## config.mk

```make
export PLATFORM = sky130hd
export DESIGN_NAME = adc_seq
export DESIGN_NICKNAME = d
export VERILOG_FILES = /design/src/rtl/adc_seq_pkg.sv /design/src/rtl/adc_seq_clkdiv.sv /design/src/rtl/adc_seq_frame.sv /design/src/rtl/adc_seq.sv
export SDC_FILE = /design/constraint.sdc
export NUM_CORES = 1
export LEC_CHECK = 0
export BUFFER_PORTS_ARGS = -buffer_cell sky130_fd_sc_hd__buf_2
export CAP_MARGIN = 20
export CORE_AREA = 2 2 118 120
export CTS_CLUSTER_DIAMETER = 100
export DETAILED_ROUTE_END_ITERATION = 8
export DIE_AREA = 0 0 120 122
export PLACE_DENSITY_LB_ADDON = 0.25
export SLEW_MARGIN = 20
export SYNTH_ARGS = -nofsm -noshare
export SYNTH_HDL_FRONTEND = slang
export SYNTH_SLANG_ARGS = --single-unit
```

## constraint.sdc

```tcl
create_clock -name clk -period 6.5 [get_ports clk]
set_clock_uncertainty 0.1 [all_clocks]
set_input_delay 1.3 -clock clk [delete_from_list [all_inputs] [get_ports clk]]
set_output_delay 1.3 -clock clk [all_outputs]
set_load 0.02 [all_outputs]
```

## src/rtl/adc_seq_pkg.sv

```systemverilog
`timescale 1ns/1ps
// Shared constants, types and the control-byte formatter for the
// serial ADC sequencer. Assumes an 8-bit control word and a 12-bit sample.
package adc_seq_pkg;

    localparam int CTRL_BITS  = 8;
    localparam int ACQ_PULSES = 5;
    localparam int HI_NIB     = 4;
    localparam int LO_BYTE    = 8;
    localparam int SAMPLE_W   = HI_NIB + LO_BYTE;
    localparam int N_PULSE    = CTRL_BITS + ACQ_PULSES + SAMPLE_W;
    localparam int CAP_FIRST  = CTRL_BITS + ACQ_PULSES;
    localparam int IDX_W      = $clog2(N_PULSE);

    typedef enum logic [1:0] {
        SEQ_IDLE,
        SEQ_CONV,
        SEQ_WLO,
        SEQ_WHI
    } seq_state_t;

    // Keep channel/gain/polarity bits, force start bit and external clock bit.
    function automatic logic [7:0] fmt_ctrl(input logic [7:0] raw);
        return (raw & 8'h7C) | 8'h81;
    endfunction

endpackage

```

## src/rtl/adc_seq_clkdiv.sv

```systemverilog
`timescale 1ns/1ps
// Phase timer for the serial clock. While run_i is high it counts system
// clocks in the current phase and raises tick_o on the last cycle of it.
// Assumes HI_CYC and LO_CYC are at least 1.
module adc_seq_clkdiv #(
    parameter int HI_CYC = 2,
    parameter int LO_CYC = 3,
    localparam int CW = $clog2(((HI_CYC > LO_CYC) ? HI_CYC : LO_CYC) + 1)
) (
    input  logic clk,
    input  logic rst_n,
    input  logic run_i,
    input  logic phase_hi_i,
    output logic tick_o
);

    logic [CW-1:0] cnt_q;
    logic [CW-1:0] limit;

    // Pick the length of the phase that is running.
    always_comb begin
        limit  = phase_hi_i ? CW'(HI_CYC - 1) : CW'(LO_CYC - 1);
        tick_o = run_i && (cnt_q == limit);
    end

    // Count cycles of the current phase, restarting at each phase end.
    always_ff @(posedge clk) begin
        if (!rst_n) begin
            cnt_q <= '0;
        end else if (!run_i || tick_o) begin
            cnt_q <= '0;
        end else begin
            cnt_q <= cnt_q + 1'b1;
        end
    end

endmodule

```

## src/rtl/adc_seq_frame.sv

```systemverilog
`timescale 1ns/1ps
// One converter frame: chip select low, 8 control bits, 5 acquisition
// pulses, 12 capture pulses, chip select high. fin_o pulses for one cycle
// with the sample on data_o. Assumes go_i is only raised while idle.
module adc_seq_frame
    import adc_seq_pkg::*;
#(
    parameter int HI_CYC = 2,
    parameter int LO_CYC = 3
) (
    input  logic                clk,
    input  logic                rst_n,
    input  logic                go_i,
    input  logic [7:0]          cfg_i,
    input  logic                sdi_i,
    output logic                cs_n_o,
    output logic                sdo_o,
    output logic                sclk_o,
    output logic                fin_o,
    output logic [SAMPLE_W-1:0] data_o
);

    localparam logic [IDX_W-1:0] IDX_LAST = IDX_W'(N_PULSE - 1);
    localparam logic [IDX_W-1:0] IDX_CAP  = IDX_W'(CAP_FIRST);

    logic                active_q;
    logic [IDX_W-1:0]    idx_q;
    logic [7:0]          ctl_sh_q;
    logic                sclk_q;
    logic                cs_n_q;
    logic                sdo_q;
    logic                fin_q;
    logic [SAMPLE_W-1:0] sh_q;
    logic                tick;

    adc_seq_clkdiv #(
        .HI_CYC (HI_CYC),
        .LO_CYC (LO_CYC)
    ) u_div (
        .clk        (clk),
        .rst_n      (rst_n),
        .run_i      (active_q),
        .phase_hi_i (sclk_q),
        .tick_o     (tick)
    );

    // Step through the pulses of a frame; move data only on the falling edge.
    always_ff @(posedge clk) begin
        if (!rst_n) begin
            active_q <= 1'b0;
            idx_q    <= '0;
            ctl_sh_q <= '0;
            sclk_q   <= 1'b0;
            cs_n_q   <= 1'b1;
            sdo_q    <= 1'b0;
            fin_q    <= 1'b0;
            sh_q     <= '0;
        end else begin
            fin_q <= 1'b0;
            if (!active_q) begin
                if (go_i) begin
                    active_q <= 1'b1;
                    idx_q    <= '0;
                    ctl_sh_q <= fmt_ctrl(cfg_i);
                    sdo_q    <= fmt_ctrl(cfg_i) >> 7;
                    cs_n_q   <= 1'b0;
                    sclk_q   <= 1'b0;
                end
            end else if (tick) begin
                if (!sclk_q) begin
                    sclk_q <= 1'b1;
                end else begin
                    sclk_q   <= 1'b0;
                    ctl_sh_q <= {ctl_sh_q[6:0], 1'b0};
                    if (idx_q >= IDX_CAP) begin
                        sh_q <= {sh_q[SAMPLE_W-2:0], sdi_i};
                    end
                    if (idx_q == IDX_LAST) begin
                        active_q <= 1'b0;
                        cs_n_q   <= 1'b1;
                        fin_q    <= 1'b1;
                        sdo_q    <= 1'b0;
                    end else begin
                        idx_q <= idx_q + 1'b1;
                        sdo_q <= ctl_sh_q[6];
                    end
                end
            end
        end
    end

    assign cs_n_o = cs_n_q;
    assign sdo_o  = sdo_q;
    assign sclk_o = sclk_q;
    assign fin_o  = fin_q;
    assign data_o = sh_q;

endmodule

```

## src/rtl/adc_seq.sv

```systemverilog
`timescale 1ns/1ps
// Serial ADC conversion sequencer. Runs one frame per start in single mode,
// or walks a list of up to MAX_CH configuration bytes and writes each sample
// as two bytes (low, high) into an external buffer. Assumes MAX_CH >= 2.
module adc_seq
    import adc_seq_pkg::*;
#(
    parameter int  HI_CYC = 2,
    parameter int  LO_CYC = 3,
    parameter int  MAX_CH = 8,
    localparam int CH_W   = $clog2(MAX_CH),
    localparam int CNT_W  = $clog2(MAX_CH + 1),
    localparam int ADDR_W = CH_W + 1
) (
    input  logic                  clk,
    input  logic                  rst_n,
    input  logic                  start_i,
    input  logic                  list_mode_i,
    input  logic [7:0]            cfg_i,
    input  logic [CNT_W-1:0]      list_count_i,
    input  logic [8*MAX_CH-1:0]   list_cfg_i,
    input  logic                  adc_sdi_i,
    output logic                  adc_cs_n_o,
    output logic                  adc_sdo_o,
    output logic                  adc_sclk_o,
    output logic                  busy_o,
    output logic                  done_o,
    output logic [15:0]           result_o,
    output logic                  bw_en_o,
    output logic [ADDR_W-1:0]     bw_addr_o,
    output logic [7:0]            bw_data_o
);

    logic [7:0]          cfg_arr [MAX_CH];
    logic [7:0]          lst_q   [MAX_CH];
    seq_state_t          st_q;
    logic                list_q;
    logic [CH_W-1:0]     ch_q;
    logic [CH_W-1:0]     last_q;
    logic [7:0]          cur_cfg_q;
    logic                go_q;
    logic                busy_q;
    logic                done_q;
    logic [15:0]         res_q;
    logic                bw_en_q;
    logic [ADDR_W-1:0]   bw_addr_q;
    logic [7:0]          bw_data_q;
    logic [CNT_W-1:0]    cnt_eff;
    logic                fin;
    logic [SAMPLE_W-1:0] sample;

    // Unpack the list bus into one byte per entry.
    for (genvar g = 0; g < MAX_CH; g++) begin : g_unpack
        assign cfg_arr[g] = list_cfg_i[8*g +: 8];
    end

    // Clamp the requested list length to the list capacity.
    always_comb begin
        cnt_eff = (list_count_i > CNT_W'(MAX_CH)) ? CNT_W'(MAX_CH) : list_count_i;
    end

    adc_seq_frame #(
        .HI_CYC (HI_CYC),
        .LO_CYC (LO_CYC)
    ) u_frame (
        .clk    (clk),
        .rst_n  (rst_n),
        .go_i   (go_q),
        .cfg_i  (cur_cfg_q),
        .sdi_i  (adc_sdi_i),
        .cs_n_o (adc_cs_n_o),
        .sdo_o  (adc_sdo_o),
        .sclk_o (adc_sclk_o),
        .fin_o  (fin),
        .data_o (sample)
    );

    // Sequence control: accept start, launch frames, write bytes, finish.
    always_ff @(posedge clk) begin
        if (!rst_n) begin
            st_q      <= SEQ_IDLE;
            list_q    <= 1'b0;
            ch_q      <= '0;
            last_q    <= '0;
            cur_cfg_q <= '0;
            go_q      <= 1'b0;
            busy_q    <= 1'b0;
            done_q    <= 1'b0;
            res_q     <= '0;
            bw_en_q   <= 1'b0;
            bw_addr_q <= '0;
            bw_data_q <= '0;
            for (int i = 0; i < MAX_CH; i++) lst_q[i] <= '0;
        end else begin
            go_q    <= 1'b0;
            done_q  <= 1'b0;
            bw_en_q <= 1'b0;
            unique case (st_q)
                SEQ_IDLE: begin
                    if (start_i) begin
                        list_q <= list_mode_i;
                        ch_q   <= '0;
                        for (int i = 0; i < MAX_CH; i++) lst_q[i] <= cfg_arr[i];
                        if (list_mode_i && cnt_eff == '0) begin
                            done_q <= 1'b1;
                        end else begin
                            busy_q    <= 1'b1;
                            go_q      <= 1'b1;
                            st_q      <= SEQ_CONV;
                            last_q    <= CH_W'(cnt_eff - 1'b1);
                            cur_cfg_q <= list_mode_i ? cfg_arr[0] : cfg_i;
                        end
                    end
                end
                SEQ_CONV: begin
                    if (fin) begin
                        res_q <= {{(16-SAMPLE_W){1'b0}}, sample};
                        if (list_q) begin
                            st_q <= SEQ_WLO;
                        end else begin
                            done_q <= 1'b1;
                            busy_q <= 1'b0;
                            st_q   <= SEQ_IDLE;
                        end
                    end
                end
                SEQ_WLO: begin
                    bw_en_q   <= 1'b1;
                    bw_addr_q <= {ch_q, 1'b0};
                    bw_data_q <= res_q[7:0];
                    st_q      <= SEQ_WHI;
                end
                SEQ_WHI: begin
                    bw_en_q   <= 1'b1;
                    bw_addr_q <= {ch_q, 1'b1};
                    bw_data_q <= res_q[15:8];
                    if (ch_q == last_q) begin
                        done_q <= 1'b1;
                        busy_q <= 1'b0;
                        st_q   <= SEQ_IDLE;
                    end else begin
                        ch_q      <= ch_q + 1'b1;
                        cur_cfg_q <= lst_q[ch_q + 1'b1];
                        go_q      <= 1'b1;
                        st_q      <= SEQ_CONV;
                    end
                end
                default: st_q <= SEQ_IDLE;
            endcase
        end
    end

    assign busy_o    = busy_q;
    assign done_o    = done_q;
    assign result_o  = res_q;
    assign bw_en_o   = bw_en_q;
    assign bw_addr_o = bw_addr_q;
    assign bw_data_o = bw_data_q;

endmodule

```

==> flow_summary.json, run 1 <==
{
  "report.final.setup_viol": 0,
  "drt-vias-per-instance": 4.89,
  "initialDrtViolationCount": 205,
  "die_area_sq_um": 14600,
  "ys_seq_area_share_pct": 53.2,
  "clkSinkCount": 113,
  "power_dens_cells_nw_per_um2": 298,
  "crit_path_start_kind": "primary input",
  "fin_crit_sh_pct": 42.1,
  "cts.repair.resized": 0,
  "synthesis.area_per_instance_sq_um": 10.7,
  "finalHoldViolCount": 0,
  "antenna_violating_nets_post_route": 0,
  "crit_chain": "buf_2 -> nand2b_1 -> ha_1 -> and4bb_2 -> o21ai_0 -> o221ai_1 -> a221oi_1",
  "finalMaxSlewViolations": 0,
  "dpl-instance-area_sq_um": 5550,
  "power.net_switching_mw": 0.423,
  "dp_hpwl_um": 7050,
  "synth_top_flop_cell": "sky130_fd_sc_hd__dfxtp_1",
  "post_synth_inst_count": 468,
  "power.combinational.fraction_pct": 8.5,
  "power.leakage_nw": 2.57,
  "worstHoldPathType": "register to register",
  "maximum_capacitance_violations": 0,
  "start_util_pct": 37.1,
  "share_clk_of_total_power_pct": 47.0,
  "drt_pre_antenna_iters": 4,
  "globalRouteOverflowTotal": 0,
  "detail_route.drc_violations": 0,
  "fin_util_pct": 45.2,
  "clkTransAtPathRegs_ps": 50,
  "finalSetupTns_ps": 0,
  "areaGrowthSynthToFinish_pct": 21.9,
  "placed_cells_incl_taps": 710,
  "power.sequential.fraction_pct": 44.4,
  "clk-insertion-delay-late_ps": 410,
  "ctsHoldBuffers": 0,
  "peak_supply_drop_uv": 183,
  "worstPathArrival_ps": 2950,
  "cp_slowest_stage_delay_ps": 360,
  "path_type_of_the_worst_setup_path": "primary input to register",
  "placementRows": 43,
  "root_buffer": "sky130_fd_sc_hd__clkbuf_16",
  "run_status": "finished, final reports clean",
  "critical_path.n_buffers_inverters": 1,
  "drive_above_1_share_pct": 24.4,
  "post-cts-setup-buffer-count": 0,
  "finalInstanceArea_sq_um": 6100,
  "clock_tree.htree_level_count": 4,
  "design.final.nets": 640,
  "pre_cts_slack_ps": 3340,
  "wire_per_inst_um": 14.2,
  "die_h_um": 122,
  "cts_tree": "yes",
  "unrepaired_setup_endpoints_after_global_routing": "no",
  "design.portCount": 115,
  "critical-path-slowest-cell": "sky130_fd_sc_hd__o21ai_0",
  "num_antenna_cells": 0,
  "synth-async-reset-ratio_pct": 0,
  "number_of_enable_flip_flop_cells_after_synthesis": 40,
  "post-route-worst-setup-slack_ps": 3760,
  "max_buffers_root_to_sink": 2,
  "layout.cells.non_filler": 741,
  "tightest_slew_ps": 937,
  "pin_count_of_the_biggest_net_entering_global_routing": 56,
  "worst_setup_path_end_kind": "register",
  "portBuffers": 83,
  "cellInternalPower_mw": 1.39,
  "cts_inserted_buffers": 17,
  "switching_share_pct": 23.3,
  "first_pass_grt_wire_length_um": 17500,
  "synth_cell_type_count": 61,
  "grt_pass1_vias": 3581,
  "family_with_the_most_delay_on_the_worst_path": "compound AO/OA/AOI/OAI gates",
  "achievable_freq_mhz": 365,
  "critPathMaxFanout": 5,
  "clock_period_minus_worst_slack_ps": 2740,
  "syn_area_sq_um": 5000,
  "ys.warnings.count": 0,
  "global_route_total_usage_across_every_layer_pct": 15.5,
  "global_placer_s_final_weighted_congestion": 0.807,
  "cp_data_required_time_ps": 6710,
  "routed-via-count": 3623,
  "coreArea_sq_um": 13500,
  "slew-limit-headroom_pct": 37.3,
  "detail_route.wirelength_um": 10500,
  "die_width_um": 120,
  "grt_antenna_before_repair": 0,
  "synth.ff_latch_count": 113
}
[power groups by stage]
stage               Clock [mW]  Combinational [mW]  Sequential [mW]
detailed placement           0               0.157            0.823
global route             0.905               0.176            0.813
CTS                      0.874               0.157            0.808
floorplan                    0               0.114            0.818
global placement             0               0.152            0.820
finish                   0.854               0.155            0.808
[worst paths after layout]
check,startpoint,endpoint,slack [ps],depth (start not counted)
worst max-delay path,list_count_i[3],st_q[0],3760,7
worst min-delay path,bw_addr_o[1],bw_addr_o[1],350,2
worst max register to register,register,cur_cfg_q[6],3760,5
worst min register to register,bw_addr_o[1],bw_addr_o[1],350,2
[area by class of cell]
type	count	area [sq um]
Clock buffer	20	458
Clock inverter	11	88.8
Fill cell	1282	7400
Inverter	12	45.0
Multi-Input combinational cell	318	2170
Sequential cell	113	2660
Tap cell	180	225
Timing Repair Buffer	87	445
[kinds of logic (layout without fill, tap and decap cells)]
group / Yosys count / count (layout) / synth area share, %
compound gates: 78 / 78 / 10.2
xor+xnor: 7 / 7 / 1.38
fa+ha+maj: 10 / 10 / 2.50
buf+inv: 40 / 130 / 3.58
flops: 113 / 113 / 53.2
mux: 44 / 44 / 11.4
other cells: 1 / 4 / 0.0749
simple gates: 175 / 175 / 17.7
[routing by layer]
layer	wire length, um	global-route usage (%)
met5	0	0
met4	142	6.54
met3	504	4.96
met2	5060	24.6
met1	4820	19.5
[placed cells by master, fill, tap and decap left out, types with 11 or more instances in the layout]
cell type,n
sky130_fd_sc_hd__a21oi_1,33
sky130_fd_sc_hd__and2_1,41
sky130_fd_sc_hd__buf_2,83
sky130_fd_sc_hd__clkbuf_16,18
sky130_fd_sc_hd__dfxtp_1,73
sky130_fd_sc_hd__edfxtp_1,40
sky130_fd_sc_hd__mux2i_1,33
sky130_fd_sc_hd__nand2_1,47
sky130_fd_sc_hd__nor2_1,47
sky130_fd_sc_hd__o21ai_0,11
[Yosys cell counts, types with 2 or more instances]
cell	n	area [sq um]
sky130_fd_sc_hd__nand4_1	2	12.5
sky130_fd_sc_hd__mux4_2	9	203
sky130_fd_sc_hd__o21ai_0	11	55.1
sky130_fd_sc_hd__nor3_1	4	20.0
sky130_fd_sc_hd__clkbuf_1	15	56.3
sky130_fd_sc_hd__o221ai_1	2	17.5
sky130_fd_sc_hd__inv_1	10	37.5
sky130_fd_sc_hd__nor2b_1	2	12.5
sky130_fd_sc_hd__xnor2_1	3	26.3
sky130_fd_sc_hd__a211oi_1	8	60.1
sky130_fd_sc_hd__nand2b_1	7	43.8
sky130_fd_sc_hd__and3_1	3	18.8
sky130_fd_sc_hd__nand2_1	47	176
sky130_fd_sc_hd__o221a_1	3	33.8
sky130_fd_sc_hd__a21oi_1	33	165
sky130_fd_sc_hd__and2_1	41	257
sky130_fd_sc_hd__buf_2	2	10.0
sky130_fd_sc_hd__nand4bb_1	2	22.5
sky130_fd_sc_hd__nand3b_1	3	22.5
sky130_fd_sc_hd__ha_1	10	125
sky130_fd_sc_hd__buf_1	5	18.8
sky130_fd_sc_hd__nor2_1	47	176
sky130_fd_sc_hd__buf_4	5	37.5
sky130_fd_sc_hd__a22o_1	3	26.3
sky130_fd_sc_hd__dfxtp_1	73	1460
sky130_fd_sc_hd__and4b_1	2	20.0
sky130_fd_sc_hd__edfxtp_1	40	1200
sky130_fd_sc_hd__nand3_1	8	40.0
sky130_fd_sc_hd__xor2_1	3	26.3
sky130_fd_sc_hd__inv_2	2	7.51
sky130_fd_sc_hd__mux2i_1	33	330
[per-stage QoR]
step	power, mW	hold WS (ps)
2_1_floorplan	0.931	332
3_3_place_gp	0.972	344
3_5_place_dp	0.979	350
4_1_cts	1.84	357
5_1_grt	1.89	377
6_report	1.82	354
[worst register-to-register path: stages, from the launching register on]
cell,delay (ps)
sky130_fd_sc_hd__dfxtp_1,400
sky130_fd_sc_hd__ha_1,780
sky130_fd_sc_hd__inv_2,260
sky130_fd_sc_hd__or4_4,630
sky130_fd_sc_hd__and3_4,210
sky130_fd_sc_hd__a32o_2,260
[flip-flops by register name, indices dropped and copies added, names as in the netlist, 2 cells and up, named ones only]
register / count
result_o: 12
cur_cfg_q: 5
u_frame.data_o: 12
u_frame.u_div.cnt_q: 2
bw_addr_o: 4
lst_q: 40
bw_data_o: 8
u_frame.ctl_sh_q: 7
u_frame.idx_q: 5
ch_q: 3
last_q: 3
(Power assumes the default switching activity.)
==> inputs of run 2 (changes only) <==
clock period = 2.3 ns   (was 6.5 ns; I/O delays follow)
==> flow_summary.json, run 2 (synthesized netlist as in run 1, its figures left out) <==
{
  "initialDrtViolationCount": 176,
  "timing.reg2reg.setup_slack_ps": 180,
  "holdWs_ps": 197,
  "coreArea_sq_um": 13500,
  "post-cts-setup-buffer-count": 0,
  "finalMaxSlewViolations": 0,
  "unrepaired_setup_endpoints_after_global_routing": "no",
  "routed-via-count": 3653,
  "die_area_sq_um": 14600,
  "switching_share_pct": 22.3,
  "crit-reg2reg-capture": "cur_cfg_q[6]",
  "antenna_violating_nets_post_route": 0,
  "dpl-instance-area_sq_um": 5690,
  "first_pass_grt_wire_length_um": 17700,
  "cts_tree": "yes",
  "die_width_um": 120,
  "rr_worst_depth": 4,
  "finalSetupTns_ps": 0,
  "share_clk_of_total_power_pct": 48.6,
  "peak_supply_drop_uv": 486,
  "run_status": "finished, final reports clean",
  "drt-vias-per-instance": 4.82,
  "num_antenna_cells": 0,
  "timing.hold.worst_endpoint": "u_frame.data_o[0]",
  "cts_inserted_buffers": 17,
  "clock_period_minus_worst_slack_ps": 2120,
  "cp_data_required_time_ps": 2500,
  "min_delay_path_depth": 3,
  "critPathMaxFanout": 7,
  "maximum_capacitance_violations": 0,
  "drt_pre_antenna_iters": 4,
  "pin_count_of_the_biggest_net_entering_global_routing": 43,
  "worst_setup_path_end_kind": "register",
  "finalHoldViolCount": 0,
  "wire_per_inst_um": 13.9,
  "clock_tree.htree_level_count": 4,
  "die_h_um": 122,
  "power.combinational.fraction_pct": 8.6,
  "worstHoldPathType": "primary input to register",
  "areaGrowthSynthToFinish_pct": 25.4,
  "crit-reg2reg-launch": "ch_q[1]",
  "cts.repair.resized": 0,
  "start_util_pct": 37.1,
  "power_dens_cells_nw_per_um2": 848,
  "design.portCount": 115,
  "clk-insertion-delay-late_ps": 410,
  "power.net_switching_mw": 1.19,
  "path_type_of_the_worst_setup_path": "register to register",
  "placementRows": 43,
  "global_placer_s_final_weighted_congestion": 0.761,
  "tightest_slew_ps": 909,
  "drive_above_1_share_pct": 26.5,
  "finalInstanceArea_sq_um": 6280,
  "globalRouteOverflowTotal": 0,
  "worstPathArrival_ps": 2320,
  "regMostFlops": "lst_q",
  "achievable_freq_mhz": 472,
  "most_common_cell_after_layout_fill_and_taps_aside": "sky130_fd_sc_hd__buf_2",
  "portBuffers": 83,
  "clkSinkCount": 113,
  "dp_hpwl_um": 7450,
  "detail_route.drc_violations": 0,
  "most-common-layout-cells": "sky130_fd_sc_hd__buf_2 (83), sky130_fd_sc_hd__dfxtp_1 (73), sky130_fd_sc_hd__nand2_1 (47), sky130_fd_sc_hd__nor2_1 (47), sky130_fd_sc_hd__and2_1 (41)",
  "slew-limit-headroom_pct": 39.2,
  "power.sequential.fraction_pct": 42.8,
  "max_buffers_root_to_sink": 2,
  "root_buffer": "sky130_fd_sc_hd__clkbuf_16",
  "fin_crit_sh_pct": 92.1,
  "crit_path_start_kind": "register",
  "report.final.setup_viol": 0,
  "global_route_total_usage_across_every_layer_pct": 15.7,
  "clkTransAtPathRegs_ps": 50,
  "detail_route.wirelength_um": 10600,
  "cellInternalPower_mw": 4.14,
  "largest_register_ffs": 40,
  "design.final.nets": 656,
  "grt_pass1_vias": 3721,
  "power.leakage_nw": 2.67,
  "hold_path.startpoint": "adc_sdi_i",
  "grt_antenna_before_repair": 0,
  "fin_util_pct": 46.5,
  "ctsHoldBuffers": 0
}
## run 2: routing by layer
metal  vias to the layer above  routed length [um]  GRT usage [%]
li1                       1848                   -              -
met1                      1703                4840           19.0
met2                        82                5020           25.4
met3                        20                 486           5.38
met4                         0                 226           6.62
met5                         -                   0              0
## run 2: area by class of cell
class,instances,area (sq um)
clock inverter,9,103
sequential,113,2660
clock buffer,23,489
multi-input combinational,318,2170
tap,180,225
timing repair buffer,103,578
fill,1251,7230
inverter,12,45.0
## run 2: power groups by stage
stage | Combinational [mW] | Clock (mW) | Sequential [mW]
floorplan | 0.322 | 0 | 2.31
global placement | 0.453 | 0 | 2.31
detailed placement | 0.463 | 0 | 2.32
CTS | 0.465 | 2.64 | 2.28
global route | 0.520 | 2.73 | 2.29
finish | 0.458 | 2.58 | 2.28
## run 2: worst max-delay path: stages, from the launching register on
cell and delay [ps]:
sky130_fd_sc_hd__dfxtp_1 310, sky130_fd_sc_hd__ha_1 470, sky130_fd_sc_hd__mux4_1 620, sky130_fd_sc_hd__or2_1 250
sky130_fd_sc_hd__a32o_2 260
## run 2: worst max path at each step
| stage | from | end | slack (ps) | depth (start not counted) |
|---|---|---|---|---|
| 2_1_floorplan | ch_q[1] | cur_cfg_q[6] | 170 | 5 |
| 3_3_place_gp | list_count_i[3] | busy_o | 150 | 8 |
| 3_5_place_dp | list_count_i[3] | busy_o | 130 | 8 |
| 4_1_cts | ch_q[0] | cur_cfg_q[6] | 150 | 4 |
| 5_1_grt | ch_q[1] | cur_cfg_q[4] | 60 | 5 |
| 6_report | ch_q[1] | cur_cfg_q[6] | 180 | 4 |
## run 2: metrics by stage
stage	power, mW	std cells	setup slack (ps)
global placement	2.77	726	153
detailed placement	2.78	726	129
global route	5.54	758	61.5
finish	5.32	758	181
CTS	5.39	758	153
floorplan	2.63	471	171
==> inputs of run 3 (changes only) <==
--- a/config.mk
+++ b/config.mk
@@ -13,3 +13,3 @@
 export DIE_AREA = 0 0 120 122
-export PLACE_DENSITY_LB_ADDON = 0.25
+export PLACE_DENSITY = 0.69
 export SLEW_MARGIN = 20
--- a/constraint.sdc
+++ b/constraint.sdc
@@ -4,2 +4,2 @@
 set_output_delay 0.46 -clock clk [all_outputs]
-set_load 0.02 [all_outputs]
+set_load 0.1 [all_outputs]
==> flow_summary.json, run 3 (synthesized netlist as in run 1, its figures left out) <==
{
  "first_pass_grt_wire_length_um": 17600,
  "drive_above_1_share_pct": 27.0,
  "worstHoldPathType": "primary input to register",
  "clk-insertion-delay-late_ps": 410,
  "dpl-instance-area_sq_um": 5690,
  "ctsHoldBuffers": 0,
  "ff_latch_area_sq_um": 2660,
  "maximum_capacitance_violations": 0,
  "grt_antenna_before_repair": 0,
  "areaGrowthSynthToFinish_pct": 26.3,
  "die_width_um": 120,
  "multi_input_comb_area_sq_um": 2170,
  "clkSinkCount": 113,
  "crit_path_start_kind": "register",
  "power.leakage_nw": 2.69,
  "drt_pre_antenna_iters": 4,
  "drt-vias-per-instance": 4.88,
  "power_dens_cells_nw_per_um2": 880,
  "regMostFlops": "lst_q",
  "dp_hpwl_um": 7670,
  "cts_inserted_buffers": 17,
  "cts_tree": "yes",
  "portBuffers": 83,
  "layout_filler_cell_count": 1215,
  "peak_supply_drop_uv": 656,
  "most-common-layout-cells": "sky130_fd_sc_hd__buf_2 (83), sky130_fd_sc_hd__dfxtp_1 (72), sky130_fd_sc_hd__nand2_1 (47), sky130_fd_sc_hd__nor2_1 (47), sky130_fd_sc_hd__and2_1 (41)",
  "tightest_slew_ps": 751,
  "wire_per_inst_um": 14.2,
  "fin_util_pct": 46.8,
  "slew-limit-headroom_pct": 49.8,
  "finalMaxSlewViolations": 0,
  "achievable_freq_mhz": 491,
  "clkTransAtPathRegs_ps": 50,
  "report.final.setup_viol": 0,
  "design.final.nets": 656,
  "critPathMaxFanout": 4,
  "clock_period_minus_worst_slack_ps": 2040,
  "die_area_sq_um": 14600,
  "cp_data_required_time_ps": 2500,
  "global_route_total_usage_across_every_layer_pct": 15.5,
  "grt_pass1_vias": 3661,
  "finalInstanceArea_sq_um": 6320,
  "finalHoldViolCount": 0,
  "initialDrtViolationCount": 237,
  "post-cts-setup-buffer-count": 0,
  "pin_count_of_the_biggest_net_entering_global_routing": 41,
  "num_antenna_cells": 0,
  "detail_route.drc_violations": 0,
  "path_type_of_the_worst_setup_path": "register to register",
  "run_status": "finished, final reports clean",
  "start_util_pct": 37.1,
  "max_buffers_root_to_sink": 2,
  "finalSetupTns_ps": 0,
  "root_buffer": "sky130_fd_sc_hd__clkbuf_16",
  "clock_tree.htree_level_count": 4,
  "worst_setup_path_end_kind": "register",
  "design.portCount": 115,
  "unrepaired_setup_endpoints_after_global_routing": "no",
  "die_h_um": 122,
  "fin_crit_sh_pct": 88.6,
  "worstPathArrival_ps": 2240,
  "coreArea_sq_um": 13500,
  "global_placer_s_final_weighted_congestion": 0.794,
  "largest_register_ffs": 40,
  "globalRouteOverflowTotal": 0,
  "detail_route.wirelength_um": 10800,
  "placementRows": 43,
  "cts.repair.resized": 0,
  "most_common_cell_after_layout_fill_and_taps_aside": "sky130_fd_sc_hd__buf_2",
  "routed-via-count": 3696,
  "antenna_violating_nets_post_route": 0
}
[run 3: cell types whose count changed in the layout (fill, tap and decap cells not counted)]
cell                        delta
sky130_fd_sc_hd__clkbuf_8      +1
sky130_fd_sc_hd__dfxtp_1       -1
sky130_fd_sc_hd__clkinv_2      -4
sky130_fd_sc_hd__clkbuf_16     +1
sky130_fd_sc_hd__clkbuf_1      -2
sky130_fd_sc_hd__dfxtp_2       +1
sky130_fd_sc_hd__inv_4         +2
sky130_fd_sc_hd__inv_6         +2
[run 3: routing by layer]
metal	GRT usage, %	wire (um)
met3	4.78	473
met4	5.88	165
met2	26.3	5330
met5	0	0
met1	18.5	4810
[run 3: area by class of cell]
type                       count  share of cell area [%]
inverter                      12                   0.713
multi-input combinational    318                    34.4
tap                          180                    3.56
clock inverter                 9                    1.78
sequential                   113                    42.2
clock buffer                  23                    8.24
timing repair buffer         103                    9.15
[run 3: power breakdown]
part	switching (mW)	internal (mW)
Clock	0.923	1.82
Sequential	0.0597	2.22
Combinational	0.330	0.210
Total	1.31	4.25
[run 3: final timing paths]
path,slack [ps],cells past startpoint,startpoint,end
hold reg to reg,360,2,bw_addr_o[2],bw_addr_o[2]
setup / recovery,260,5,ch_q[1],cur_cfg_q[5]
hold / removal,190,3,adc_sdi_i,u_frame.data_o[0]
setup reg to reg,260,5,ch_q[1],cur_cfg_q[5]
[run 3: critical path, cell delays in order (launching register included)]
cell and delay [ps]:
sky130_fd_sc_hd__dfxtp_1 320, sky130_fd_sc_hd__ha_1 380, sky130_fd_sc_hd__buf_4 180, sky130_fd_sc_hd__mux4_2 500
sky130_fd_sc_hd__o221a_1 260, sky130_fd_sc_hd__a22o_1 190
[run 3: per-stage QoR]
step                      setup WS, ps  cells  hold WS, ps  power (mW)
after floorplan                    171    471          332        2.70
after global placement             175    726          342        2.83
after detailed placement           112    726          353        2.86
after CTS                          239    758          173        5.61
after global routing               194    758          199        5.76
final                              262    758          188        5.56
